===== src/rtl/fixbank_pkg.sv =====
package fixbank_pkg;
  // CPU side address width and window geometry
  localparam int CPU_AW   = 16;
  localparam int HALF_AW  = 14;   // 16 KiB half-window offset bits

  // strobes from control to datapath
  typedef struct packed {
    logic loadBank;   // capture bank number this edge
    logic romRead;    // CPU read inside the ROM window
    logic upperHalf;  // access falls in the fixed half
  } fixbank_ctl_t;
endpackage


===== src/rtl/fixbank_ctrl.sv =====
module fixbank_ctrl
  import fixbank_pkg::*;
(
  input  logic              clk,
  input  logic              rstN,
  input  logic              cpuStrobe,
  input  logic              cpuRw,
  input  logic [CPU_AW-1:0] cpuAddr,
  output fixbank_ctl_t      ctl
);
  logic inWindow;
  logic isWrite;
  logic isRead;

  always_comb begin
    inWindow = cpuAddr[CPU_AW-1];
    isWrite  = cpuStrobe && !cpuRw;
    isRead   = cpuStrobe && cpuRw;
  end

  always_comb begin
    ctl           = '0;
    ctl.loadBank  = rstN && isWrite && inWindow;
    ctl.romRead   = isRead && inWindow;
    ctl.upperHalf = cpuAddr[CPU_AW-2];
  end

  // a load never comes from a read cycle
  AST_LOAD_ONLY_ON_WRITE: assert property (@(posedge clk) disable iff (!rstN)
    ctl.loadBank |-> (!cpuRw && cpuAddr[CPU_AW-1]));
  // read enable and load are mutually exclusive
  AST_READ_LOAD_EXCL: assert property (@(posedge clk) disable iff (!rstN)
    $onehot0({ctl.loadBank, ctl.romRead}));
endmodule


===== src/rtl/fixbank_dp.sv =====
module fixbank_dp
  import fixbank_pkg::*;
#(
  parameter int BANK_BITS = 4,
  parameter int DATA_W    = 8,
  localparam int ROM_AW   = HALF_AW + BANK_BITS
)(
  input  logic              clk,
  input  logic              rstN,
  input  fixbank_ctl_t      ctl,
  input  logic [CPU_AW-1:0] cpuAddr,
  input  logic [DATA_W-1:0] cpuData,
  output logic [ROM_AW-1:0] romAddr
);
  // bank register: no reset, content undefined at power-up
  logic [BANK_BITS-1:0] bankQ;

  always_ff @(posedge clk) begin
    if (ctl.loadBank) bankQ <= cpuData[BANK_BITS-1:0];
  end

  // per-bit select between register and forced one
  logic [BANK_BITS-1:0] upperBits;
  for (genvar b = 0; b < BANK_BITS; b++) begin : g_upper
    assign upperBits[b] = ctl.upperHalf | bankQ[b];
  end

  always_comb begin
    romAddr = {upperBits, cpuAddr[HALF_AW-1:0]};
  end

  AST_LOAD_TAKES: assert property (@(posedge clk) disable iff (!rstN)
    ctl.loadBank |=> (bankQ == $past(cpuData[BANK_BITS-1:0])));
  AST_BANK_HOLD: assert property (@(posedge clk) disable iff (!rstN)
    !ctl.loadBank |=> $stable(bankQ));
  AST_FIXED_TOP: assert property (@(posedge clk) disable iff (!rstN)
    (cpuAddr[CPU_AW-1:CPU_AW-2] == 2'b11) |-> (&romAddr[ROM_AW-1:HALF_AW]));
endmodule


===== src/rtl/fixbank_mapper.sv =====
module fixbank_mapper
  import fixbank_pkg::*;
#(
  parameter int BANK_BITS = 4,
  parameter int DATA_W    = 8,
  localparam int ROM_AW   = HALF_AW + BANK_BITS
)(
  input  logic              clk,
  input  logic              rstN,
  input  logic              cpuStrobe,
  input  logic              cpuRw,
  input  logic [15:0]       cpuAddr,
  input  logic [DATA_W-1:0] cpuData,
  input  logic              vidA13,
  output logic [ROM_AW-1:0] romAddr,
  output logic              romCeN,
  output logic              chrRamSelN
);
  fixbank_ctl_t ctl;

  fixbank_ctrl ctrl_i (
    .clk      (clk),
    .rstN     (rstN),
    .cpuStrobe(cpuStrobe),
    .cpuRw    (cpuRw),
    .cpuAddr  (cpuAddr),
    .ctl      (ctl)
  );

  fixbank_dp #(.BANK_BITS(BANK_BITS), .DATA_W(DATA_W)) dp_i (
    .clk    (clk),
    .rstN   (rstN),
    .ctl    (ctl),
    .cpuAddr(cpuAddr),
    .cpuData(cpuData),
    .romAddr(romAddr)
  );

  assign romCeN     = !ctl.romRead;
  assign chrRamSelN = vidA13;

  AST_CE_NOT_ON_WRITE: assert property (@(posedge clk) disable iff (!rstN)
    (cpuStrobe && !cpuRw) |-> romCeN);
  AST_CE_NEEDS_WINDOW: assert property (@(posedge clk) disable iff (!rstN)
    !romCeN |-> (cpuStrobe && cpuAddr[15]));
endmodule


===== config.mk =====
export PLATFORM = sky130hd
export DESIGN_NAME = fixbank_mapper
export DESIGN_NICKNAME = d
export VERILOG_FILES = /design/src/rtl/fixbank_pkg.sv /design/src/rtl/fixbank_ctrl.sv /design/src/rtl/fixbank_dp.sv /design/src/rtl/fixbank_mapper.sv
export SDC_FILE = /design/constraint.sdc
export NUM_CORES = 1
export LEC_CHECK = 0
export ABC_AREA = 0
export CAP_MARGIN = 20
export CORE_MARGIN = 2
export CORE_UTILIZATION = 17
export DETAILED_ROUTE_END_ITERATION = 12
export PLACE_DENSITY = 0.84
export SETUP_SLACK_MARGIN = 0.02
export SYNTH_ARGS = -nofsm -noshare
export SYNTH_HDL_FRONTEND = slang
export SYNTH_SLANG_ARGS = --single-unit

===== constraint.sdc =====
create_clock -name clk -period 0.82 [get_ports clk]
set_clock_uncertainty 0.1 [all_clocks]
set_input_delay 0.205 -clock clk [delete_from_list [all_inputs] [get_ports clk]]
set_output_delay 0.205 -clock clk [all_outputs]
set_load 0.1 [all_outputs]

* Yosys cells after proc, flatten, opt, wreduce, memory -nomap -nowiden *
Cells that the tools add are included.

storage, ports and cells
  bits in registers = 4
  latch bits = 0
  memory bits (writable) = 0
  memory bits (read-only) = 0
  input bits = 29
  output and inout port bits = 20
  logic and storage cells = 12
  memories = 0

cells by class
  $add $sub $neg = 0
  multiply operators = 0
  divide/modulo/power cells = 0
  order comparisons = 0
  eq/ne operators = 0
  shift operators = 0
  mux-type cells = 0
  bitwise gates (word level) = 4
  reductions and logical operators = 7

operators with widths
  kind                 count
  $logic_and A1 B1 Y1  5
  $or A1 B1 Y1         4
  $logic_not A1 Y1     2

* Logic depth before layout (Yosys ltp) *
  word-level depth = 4
  mapped depth = 1
  depth with buffers taken out = 1

* Modules after synthesis *
Synthesis repeated with hierarchy kept, for this count alone.

second synthesis, totals
  cell total of the unflattened synthesis = 27
  area, all modules = 286.5 um^2

modules (own cells, without submodules)
  module          instances  cells each  area an instance (um^2)  seq. area each (um^2)
  fixbank_dp      1          22          250.2                    120.1
  fixbank_ctrl    1          3           25.0                     0.0
  fixbank_mapper  1          2           11.3                     0.0

* Least setup slack after synthesis *
Ideal clock, no wire load.

  path kind = reg-to-output
  from = register dp_i.bankQ[1]
  to = output port romAddr[15]
  data arrival time = 0.987 ns
  required time = 0.515 ns
  setup slack = -0.472 ns
  cell stages (with the launch flop) = 2
  path buffers = 0
  cell sequence = edfxtp_1 -> or2_1

on the way
  longest elaborated chain between the ends = 1

ends and longest elaborated chain
  element                 RTL line              RTL
  from (decl)             fixbank_dp.sv:16      logic [BANK_BITS-1:0] bankQ;
  from (signal assigned)  fixbank_dp.sv:19      if (ctl.loadBank) bankQ <= cpuData[BANK_BITS-1:0];
  $or A1 B1 Y1            fixbank_dp.sv:25      assign upperBits[b] = ctl.upperHalf | bankQ[b];
  to (decl)               fixbank_mapper.sv:15  output logic [ROM_AW-1:0] romAddr,

No other way between the ends.

* Worst setup path in the final report *
  from = register dp_i.bankQ[3]
  to = output port romAddr[17]

Same word-level chain as after synthesis.

==> reports/metrics.csv <==
metric,value,unit
outcome,"finished, violations left",
layout_min_cycle_time,1.30,ns
cts_buffer_depth,2,
io_pins,49,
start_kind,flop,
start_util,0.181,
grt_usage,0.0508,
hold_violations,0,
area_growth,64.2,%
overflow,0,
clkPwrFrac,0.349,
cts_buffers,3,
drtIter0Drc,1,
p_seq_frac,0.350,
failed_checks,setup timing,
layout_common_cells,"buf_6, buf_12, or2_4, edfxtp_1, clkdlybuf4s50_1",
ctsHoldBuffers,0,
gp_congestion,0.605,
hold-worst-slack,0.310,ns
tns,-2.05,ns
fin_crit_sh,1.59,
path_clk_slew,0.03,ns
tightest_slew,0.124,ns
finalSetupViolations,5,
place_ws,-0.595,ns
power.total,671,µW
grt_max_degree,5,
grt_pass1_vias,181,
die_h,44.1,µm
antenna_found_initial,0,
crit_required,0.51,ns
p_int,496,µW
place_inst,43,
antenna_left,0,
route.detailed.drc,0,
grt_pass1_wl,607,µm
final_common_cell,buf_6,
combPwrFrac,0.300,
core-area,1510,µm²
cts_tree,built,
largestRegisters,dp_i.bankQ (4),
cp_max_fo,1,
min-delay-start,cpuAddr[11],
slew_violations,0,
seq_area_frac_synth,0.440,
ys_types,5,
cts.sinks,4,
via_per_inst,3.63,
wirelength,418,µm
p_sw,175,µW
synth_nets,54,
cts_setup_buffers,0,
die_area,1940,µm²
layoutNonFillerInstCount,46,
regMostFlops,dp_i.bankQ,
fin_ws,-0.484,ns
rsz0062_at_grt,yes,
rows,14,
p_per_area,1500,nW/µm²
cap_violations,0,
synth_seq_cells,4,
cts_root_buf,clkbuf_4,
largest_register_ffs,4,
diodes,0,
drt-pass1-iter-count,2,
ir_drop,0.502,mV
max_freq,767,MHz
layout-drive-gt1-share,0.700,
swShare,0.261,
yosys_warnings,0,
slew_headroom,0.917,
end_kind,output pin,
avgSynthCellArea,10.9,µm²
startpoint,dp_i.bankQ[3]$_DFFE_PP_,
nets,61,
synth_area,273,µm²
wl_per_cell,9.09,µm
io_buffers,14,
cp.arrival,1.00,ns
num_vias,167,
path_class,flop to output pin,
postSynthCellCount,25,
die_w,44.1,µm
htreeDepth,1,
min_path_type,input port to output pin,
leakagePower,0.183,nW
==> cells in the mapped netlist <==
cell       n  area share
and4b_1    1       0.037
buf_4     15        0.41
edfxtp_1   4        0.44
nand3_1    1       0.018
or2_1      4       0.092
==> path summary, 6_finish.rpt <==
path / to / slack (ns) / cells after the start
setup / recovery: romAddr[17] / -0.48 / 2
hold / removal: romAddr[11] / 0.31 / 0
==> critical path, stage by stage (launching register included) <==
cell      delay (ns)
edfxtp_1        0.36
or2_4           0.25
buf_12          0.16
==> power groups by stage <==
| stage | logic, mW | registers, mW | clock network [mW] |
|---|---|---|---|
| 2_1_floorplan | 0.438 | 0.237 | 0 |
| 3_3_place_gp | 0.198 | 0.238 | 0 |
| 3_5_place_dp | 0.200 | 0.238 | 0 |
| 4_1_cts | 0.202 | 0.235 | 0.246 |
| 5_1_grt | 0.210 | 0.235 | 0.262 |
| 6_report | 0.202 | 0.235 | 0.234 |
==> final cells by class <==
| class | instances | area [µm²] |
|---|---|---|
| repair buffers | 17 | 221 |
| flip-flops and latches | 4 | 120 |
| multi-input cells | 6 | 63.8 |
| fillers | 154 | 1060 |
| clock buffers | 3 | 22.5 |
| well taps | 16 | 20.0 |
==> routing by layer <==
layer	wire length (µm)	up-vias	global-route usage
li1	-	77	-
met3	91	0	0.0449
met1	69	73	0.0253
met4	0	0	0.0727
met2	257	17	0.0794
met5	0	-	0
==> logic make-up (layout without fill, tap and decap cells) <==
family | after synthesis | in the layout | synth area share
flip-flops | 4 | 4 | 0.440
buffers and inverters | 15 | 20 | 0.413
AND/OR/NAND/NOR | 6 | 6 | 0.147
==> per-stage QoR <==
stage | util | instance area (µm²)
finish | 0.297 | 448
global route | 0.297 | 448
CTS | 0.297 | 447
detailed placement | 0.276 | 415
global placement | 0.276 | 415
floorplan | - | 295
==> timing repair <==
item / CTS / global route
setup endpoints to repair: 9 / 9
resized for setup: 21 / 2
pin swaps: 2 / 1
Power figures use the tool's default switching activity.
